<file path="config.mk">
export PLATFORM = sky130hd
export DESIGN_NAME = cfg_readback_streamer
export DESIGN_NICKNAME = d
export VERILOG_FILES = /design/src/rtl/rb_pkg.sv /design/src/rtl/rb_trig_arm.sv /design/src/rtl/rb_sig11.sv /design/src/rtl/rb_seq.sv /design/src/rtl/cfg_readback_streamer.sv
export SDC_FILE = /design/constraint.sdc
export NUM_CORES = 1
export LEC_CHECK = 0
export BUFFER_PORTS_ARGS = -buffer_cell sky130_fd_sc_hd__buf_4
export CORE_ASPECT_RATIO = 0.6
export CORE_MARGIN = 2
export CORE_UTILIZATION = 40
export DETAILED_ROUTE_END_ITERATION = 12
export HOLD_SLACK_MARGIN = 0.03
export PLACE_DENSITY = 0.58
export SLEW_MARGIN = 10
export SYNTH_ARGS = -nofsm -noshare
export SYNTH_HDL_FRONTEND = slang
export SYNTH_SLANG_ARGS = --single-unit
</file>
<file path="constraint.sdc">
create_clock -name clk -period 1.8 [get_ports clk]
set_clock_uncertainty 0.05 [all_clocks]
set_input_delay 0.36 -clock clk [delete_from_list [all_inputs] [get_ports clk]]
set_output_delay 0.36 -clock clk [all_outputs]
set_load 0.01 [all_outputs]
</file>
<file path="src/rtl/rb_pkg.sv">
package rb_pkg;

    typedef enum logic [2:0] {
        ST_IDLE,
        ST_LAUNCH,
        ST_DUMMY,
        ST_FSTART,
        ST_DATA,
        ST_CHECK,
        ST_TSTART,
        ST_SIG
    } rb_state_e;

    localparam int LEAD_BITS  = 5;
    localparam int CHECK_BITS = 4;
    localparam int SIG_BITS   = 11;
    localparam int HEAD_HIGH  = 2;
    localparam int TAIL_DATA_HIGH = 3;
    localparam logic [SIG_BITS-1:0] SIG_POLY = 11'h301;

    function automatic logic [SIG_BITS-1:0] sig_step(input logic [SIG_BITS-1:0] cur,
                                                     input logic bit_in);
        logic fb;
        logic [SIG_BITS-1:0] nxt;
        fb  = cur[SIG_BITS-1] ^ bit_in;
        nxt = {cur[SIG_BITS-2:0], 1'b0};
        if (fb) nxt = nxt ^ SIG_POLY;
        return nxt;
    endfunction

endpackage

</file>
<file path="src/rtl/rb_trig_arm.sv">
module rb_trig_arm (
    input  logic clk,
    input  logic rst,
    input  logic trig,
    input  logic cfg_done,
    input  logic idle,
    output logic start
);
    logic armed_q;

    assign start = idle && cfg_done && trig && armed_q;

    always_ff @(posedge clk) begin
        if (rst) begin
            armed_q <= 1'b0;
        end else if (start) begin
            armed_q <= 1'b0;
        end else if (idle && !trig) begin
            armed_q <= 1'b1;
        end
    end
endmodule

</file>
<file path="src/rtl/rb_sig11.sv">
module rb_sig11
    import rb_pkg::*;
(
    input  logic clk,
    input  logic rst,
    input  logic clr,
    input  logic upd,
    input  logic din,
    input  logic shift,
    output logic msb
);
    logic [SIG_BITS-1:0] sig_q;

    assign msb = sig_q[SIG_BITS-1];

    always_ff @(posedge clk) begin
        if (rst || clr) begin
            sig_q <= '0;
        end else if (upd) begin
            sig_q <= sig_step(sig_q, din);
        end else if (shift) begin
            sig_q <= {sig_q[SIG_BITS-2:0], 1'b0};
        end
    end
endmodule

</file>
<file path="src/rtl/rb_seq.sv">
module rb_seq
    import rb_pkg::*;
#(
    parameter int N_FRAMES   = 8,
    parameter int FRAME_BITS = 16,
    parameter int ADDR_W     = 7
) (
    input  logic              clk,
    input  logic              rst,
    input  logic              start,
    input  logic              rd_data,
    input  logic              sig_msb,
    output rb_state_e         state,
    output logic [ADDR_W-1:0] rd_addr,
    output logic              ser_out,
    output logic              busy,
    output logic              sig_upd,
    output logic              sig_shift
);
    localparam int MAXSEG = (FRAME_BITS > SIG_BITS) ? FRAME_BITS : SIG_BITS;
    localparam int CW = $clog2(MAXSEG);
    localparam int FW = (N_FRAMES > 1) ? $clog2(N_FRAMES) : 1;
    localparam logic [CW-1:0] LEAD_LAST  = CW'(LEAD_BITS - 1);
    localparam logic [CW-1:0] DATA_LAST  = CW'(FRAME_BITS - 1);
    localparam logic [CW-1:0] CHECK_LAST = CW'(CHECK_BITS - 1);
    localparam logic [CW-1:0] SIG_LAST   = CW'(SIG_BITS - 1);
    localparam logic [CW-1:0] HEAD_END   = CW'(HEAD_HIGH);
    localparam logic [CW-1:0] TAIL_FROM  = CW'(FRAME_BITS - TAIL_DATA_HIGH);
    localparam logic [FW-1:0] FRAME_LAST = FW'(N_FRAMES - 1);
    localparam logic [ADDR_W-1:0] ADDR_LAST = ADDR_W'(N_FRAMES * FRAME_BITS - 1);

    rb_state_e         st_q, st_d;
    logic [CW-1:0]     cnt_q, cnt_d;
    logic [FW-1:0]     frm_q, frm_d;
    logic [ADDR_W-1:0] adr_q, adr_d;
    logic              force_hi;

    assign state   = st_q;
    assign rd_addr = adr_q;

    // next-state and counter logic
    always_comb begin
        st_d  = st_q;
        cnt_d = cnt_q;
        frm_d = frm_q;
        adr_d = adr_q;
        unique case (st_q)
            ST_IDLE: begin
                if (start) begin
                    st_d  = ST_LAUNCH;
                    cnt_d = '0;
                    frm_d = '0;
                    adr_d = '0;
                end
            end
            ST_LAUNCH: begin
                st_d  = ST_DUMMY;
                cnt_d = '0;
            end
            ST_DUMMY: begin
                if (cnt_q == LEAD_LAST) begin
                    st_d = ST_FSTART;
                end else begin
                    cnt_d = cnt_q + 1'b1;
                end
            end
            ST_FSTART: begin
                st_d  = ST_DATA;
                cnt_d = '0;
                if (adr_q != ADDR_LAST) adr_d = adr_q + 1'b1;
            end
            ST_DATA: begin
                if (cnt_q == DATA_LAST) begin
                    st_d  = ST_CHECK;
                    cnt_d = '0;
                end else begin
                    cnt_d = cnt_q + 1'b1;
                    if (adr_q != ADDR_LAST) adr_d = adr_q + 1'b1;
                end
            end
            ST_CHECK: begin
                if (cnt_q == CHECK_LAST) begin
                    cnt_d = '0;
                    if (frm_q == FRAME_LAST) begin
                        st_d = ST_TSTART;
                    end else begin
                        st_d  = ST_FSTART;
                        frm_d = frm_q + 1'b1;
                    end
                end else begin
                    cnt_d = cnt_q + 1'b1;
                end
            end
            ST_TSTART: begin
                st_d  = ST_SIG;
                cnt_d = '0;
            end
            ST_SIG: begin
                if (cnt_q == SIG_LAST) begin
                    st_d = ST_IDLE;
                end else begin
                    cnt_d = cnt_q + 1'b1;
                end
            end
        endcase
    end

    // state register
    always_ff @(posedge clk) begin
        if (rst) begin
            st_q  <= ST_IDLE;
            cnt_q <= '0;
            frm_q <= '0;
            adr_q <= '0;
        end else begin
            st_q  <= st_d;
            cnt_q <= cnt_d;
            frm_q <= frm_d;
            adr_q <= adr_d;
        end
    end

    // outputs
    always_comb begin
        force_hi  = ((frm_q == '0) && (cnt_q < HEAD_END)) ||
                    ((frm_q == FRAME_LAST) && (cnt_q >= TAIL_FROM));
        busy      = (st_q != ST_IDLE);
        sig_upd   = 1'b0;
        sig_shift = 1'b0;
        ser_out   = 1'b1;
        unique case (st_q)
            ST_IDLE, ST_LAUNCH, ST_DUMMY, ST_CHECK: ser_out = 1'b1;
            ST_FSTART, ST_TSTART:                   ser_out = 1'b0;
            ST_DATA: begin
                ser_out = force_hi ? 1'b1 : rd_data;
                sig_upd = 1'b1;
            end
            ST_SIG: begin
                ser_out   = sig_msb;
                sig_shift = 1'b1;
            end
        endcase
    end
endmodule

</file>
<file path="src/rtl/cfg_readback_streamer.sv">
module cfg_readback_streamer
    import rb_pkg::*;
#(
    parameter int N_FRAMES   = 8,
    parameter int FRAME_BITS = 16,
    localparam int ADDR_W    = $clog2(N_FRAMES * FRAME_BITS)
) (
    input  logic              clk,
    input  logic              rst,
    input  logic              cfg_done,
    input  logic              trig,
    output logic [ADDR_W-1:0] rd_addr,
    input  logic              rd_data,
    output logic              ser_out,
    output logic              in_progress
);
    rb_state_e st;
    logic      start;
    logic      sig_msb;
    logic      sig_upd;
    logic      sig_shift;

    rb_trig_arm u_arm (
        .clk      (clk),
        .rst      (rst),
        .trig     (trig),
        .cfg_done (cfg_done),
        .idle     (st == ST_IDLE),
        .start    (start)
    );

    rb_seq #(
        .N_FRAMES   (N_FRAMES),
        .FRAME_BITS (FRAME_BITS),
        .ADDR_W     (ADDR_W)
    ) u_seq (
        .clk       (clk),
        .rst       (rst),
        .start     (start),
        .rd_data   (rd_data),
        .sig_msb   (sig_msb),
        .state     (st),
        .rd_addr   (rd_addr),
        .ser_out   (ser_out),
        .busy      (in_progress),
        .sig_upd   (sig_upd),
        .sig_shift (sig_shift)
    );

    rb_sig11 u_sig (
        .clk   (clk),
        .rst   (rst),
        .clr   (start),
        .upd   (sig_upd),
        .din   (ser_out),
        .shift (sig_shift),
        .msb   (sig_msb)
    );
endmodule

</file>
==> results.md <==
- Clk sinks: 29
- Leading area contributor after synthesis: dfxtp_1
- Crit Path Max Fanout: 3
- Synth cell count leaders: dfxtp_1 (29), nand2_1 (29), nor2_1 (22)
- Post-synth EDFFs: 0
- Place WS: -0.0847 ns
- Mapped Cells: 210
- Most frequently used flop master after synthesis: dfxtp_1
- Critical-path cell list: ha_4, ha_4, o2111ai_4, a21oi_1, nand2b_4, buf_6
- # setup viols final: 2
- Unrepaired setup endpoints after global routing: true
- Async SR Flop Fraction: 0%
- Final-stage net count: 270
- Reg2reg start: u_seq.state[0]
- First-pass DRT Iterations: 5
- HPWL after DPL: 2970 um
- Std cell rows: 18
- WHS: 0.296 ns
- Max-cap viol count: 0
- Detail Route Antenna Nets: 0
- Synth top area cells: dfxtp_1 (33%), ha_1 (8.6%), nand2_1 (6.2%), a21oi_1 (5.4%), nor2_1 (4.7%)
- Port Buffer Count: 13
- Endpoints failing hold: 0
- Total Power: 3.24 mW
- Distinct cells, synth: 49
- Hold Path Class: primary input to flip-flop
- Critical Path Source: u_seq.frm_q[1]
- Seq cells post-synth: 29
- IO Count: 14
- ANT cells: 0
- GRT Util Overall: 18.1%
- Netlist area before placement: 0.00175 sq mm
- Yosys warning count: 0
- Worst-path clk slew: 0.07 ns
- Layout area overhead: 43.3%
- Critical setup path kind: flip-flop to output port
- R2r setup slk: -0.03 ns
- Hold-fix buffers at CTS: 0
- WL final: 4510 um
- Crit path arrival time: 1.46 ns
- Via-per-instance ratio: 5.22
- Worst slew pin tran: 0.379 ns
- Largest net degree at the start of global routing: 13
- Leak: 0.958 nW
- Hold Path Depth: 2
- Syn_nets: 227
- DIE AREA: 0.00494 sq mm
- Worst setup margin: -0.0707 ns
- Initial antenna violation count: 0
- CTS tree: built
- Later-pin clock latency in the skew report: 0.29 ns
- Post-place instance area: 0.00205 sq mm
- First-pass GRT wire length: 6870 um
- VDD IR max: 0.475 mV
- Relative slew margins: 74.7%
- Failing checks: negative setup slack
- Htree depth: 2
- Synth top area share: 33.2%
- Reg2reg path depth: 6
- Detailed-route via count: 1640
- Syn_area_per_cell: 8.33 sq um
- Number of global-route vias before repair: 1459
- Total grt overflow: 0
- Cell mode on critical path: ha_4
- Final core occ: 60.5%
- Number of buffers created by CTS: 5
- Period utilization: 104%
- GP Congestion: 0.829
- Fmax: 535 MHz
- Initial core utilization: 42.2%
- Initial DRC Count: 68
- Final Instance Area: 0.00251 sq mm
- Fin crit period: 1.87 ns
- Slowest cell on the critical path: dfxtp_2
- Status: finished, violations left
- CTS max path bufs: 2
- Share of layout cells above drive strength 1: 43.7%
- Total core area: 0.00414 sq mm
- Crit path required time: 1.39 ns
- Worst setup EP type: output port
- Crit Reg-Reg Endpoint: u_seq.rd_addr[2]
- CP peak stage delay: 0.36 ns
- Root Driver: clkbuf_8
- Chip width: 89.4 um
- CP Capture Point: ser_out
- Power density cells: 1290 mW/mm^2
- CP startpoint kind: flip-flop
- DR WL/cell: 14.4 um
- # DRC: 0
- Sequential share of the synthesized area: 33.2%
- Die H: 55.2 um
- Final Max Slew Viols: 0
-- per-stage QoR --
| stage | setup TNS [ns] | cells |
|---|---|---|
| after floorplan | 0 | 210 |
| after global placement | -0.0622 | 298 |
| after detailed placement | -0.305 | 298 |
| after CTS | -0.0907 | 309 |
| after global routing | -0.439 | 314 |
| final | -0.102 | 314 |
-- sequential cells by signal (all words and copies together) (netlist names) --
name,cells
u_sig.sig_q,11
u_seq.rd_addr,7
u_seq.cnt_q,4
u_seq.frm_q,3
u_seq.state,3
u_arm.armed_q,1
-- final cells by class --
type / instances / area (sq um)
Clock buffer: 7 / 96.3
Clock inverter: 1 / 5.00
Fill cell: 377 / 1640
Inverter: 12 / 55.1
Multi-Input combinational cell: 161 / 1330
Sequential cell: 29 / 606
Tap cell: 60 / 75.1
Timing Repair Buffer: 44 / 342
-- critical path: cells and delay by family, from the launching register on --
family                     cells  cell delay [ns]
AOI/OAI and AO/OA              2             0.31
adders and majority gates      2             0.28
buffers and inverters          1             0.10
DFF                            1             0.36
and+or+nand+nor                1             0.14
-- cells by family (layout without fill, tap and decap cells) --
group | after synthesis | count (layout) | share of synthesized area (%)
AO/OA/AOI/OAI | 51 | 51 | 23.5
XOR/XNOR | 3 | 3 | 1.50
adder cells (fa/ha/maj) | 12 | 12 | 8.58
buffers and inverters | 20 | 64 | 4.93
flip-flops | 29 | 29 | 33.2
multiplexers | 2 | 2 | 1.14
AND/OR/NAND/NOR | 93 | 93 | 27.1
-- power by group --
| part | internal (mW) | switching (mW) | total (mW) |
|---|---|---|---|
| Sequential | 0.729 | 0.0852 | 0.814 |
| Combinational | 0.841 | 0.984 | 1.83 |
| Clock | 0.345 | 0.255 | 0.600 |
| Total | 1.91 | 1.33 | 3.24 |
-- worst min path at each step --
stage / startpoint / endpoint
6_report: rst / u_seq.cnt_q[2]
3_5_place_dp: u_sig.sig_q[1] / u_sig.sig_q[2]
3_3_place_gp: u_sig.sig_q[1] / u_sig.sig_q[2]
4_1_cts: rst / u_seq.cnt_q[2]
5_1_grt: rst / u_seq.state[0]
2_1_floorplan: u_sig.sig_q[0] / u_sig.sig_q[1]
-- placed cells by master, fill, tap and decap left out, types with 3 or more instances in the layout --
cell type,n
o21ai_0,4
xnor2_1,3
nor2_1,20
buf_4,40
nand3b_1,3
nand3_1,14
buf_6,3
ha_2,4
o21a_1,3
nor4_2,3
dfxtp_1,21
a21oi_1,18
dfxtp_4,6
clkbuf_8,7
ha_4,6
nand2_1,27
inv_4,4
inv_1,6
-- per-layer routing --
metal,vias up,share of wire (%),GRT usage (%)
li1,834,-,-
met1,777,53,27.9
met2,22,43,24.1
met3,7,3.6,5.23
met4,0,0.84,5.12
met5,-,0,0
-- what timing repair did --
action,in CTS,in global routing
gates resized for setup,27,44
setup buffers,3,5
endpoints found under the setup margin,20,26
pin swaps,5,14
cloned,0,0
Power figures use the tool's default switching activity.
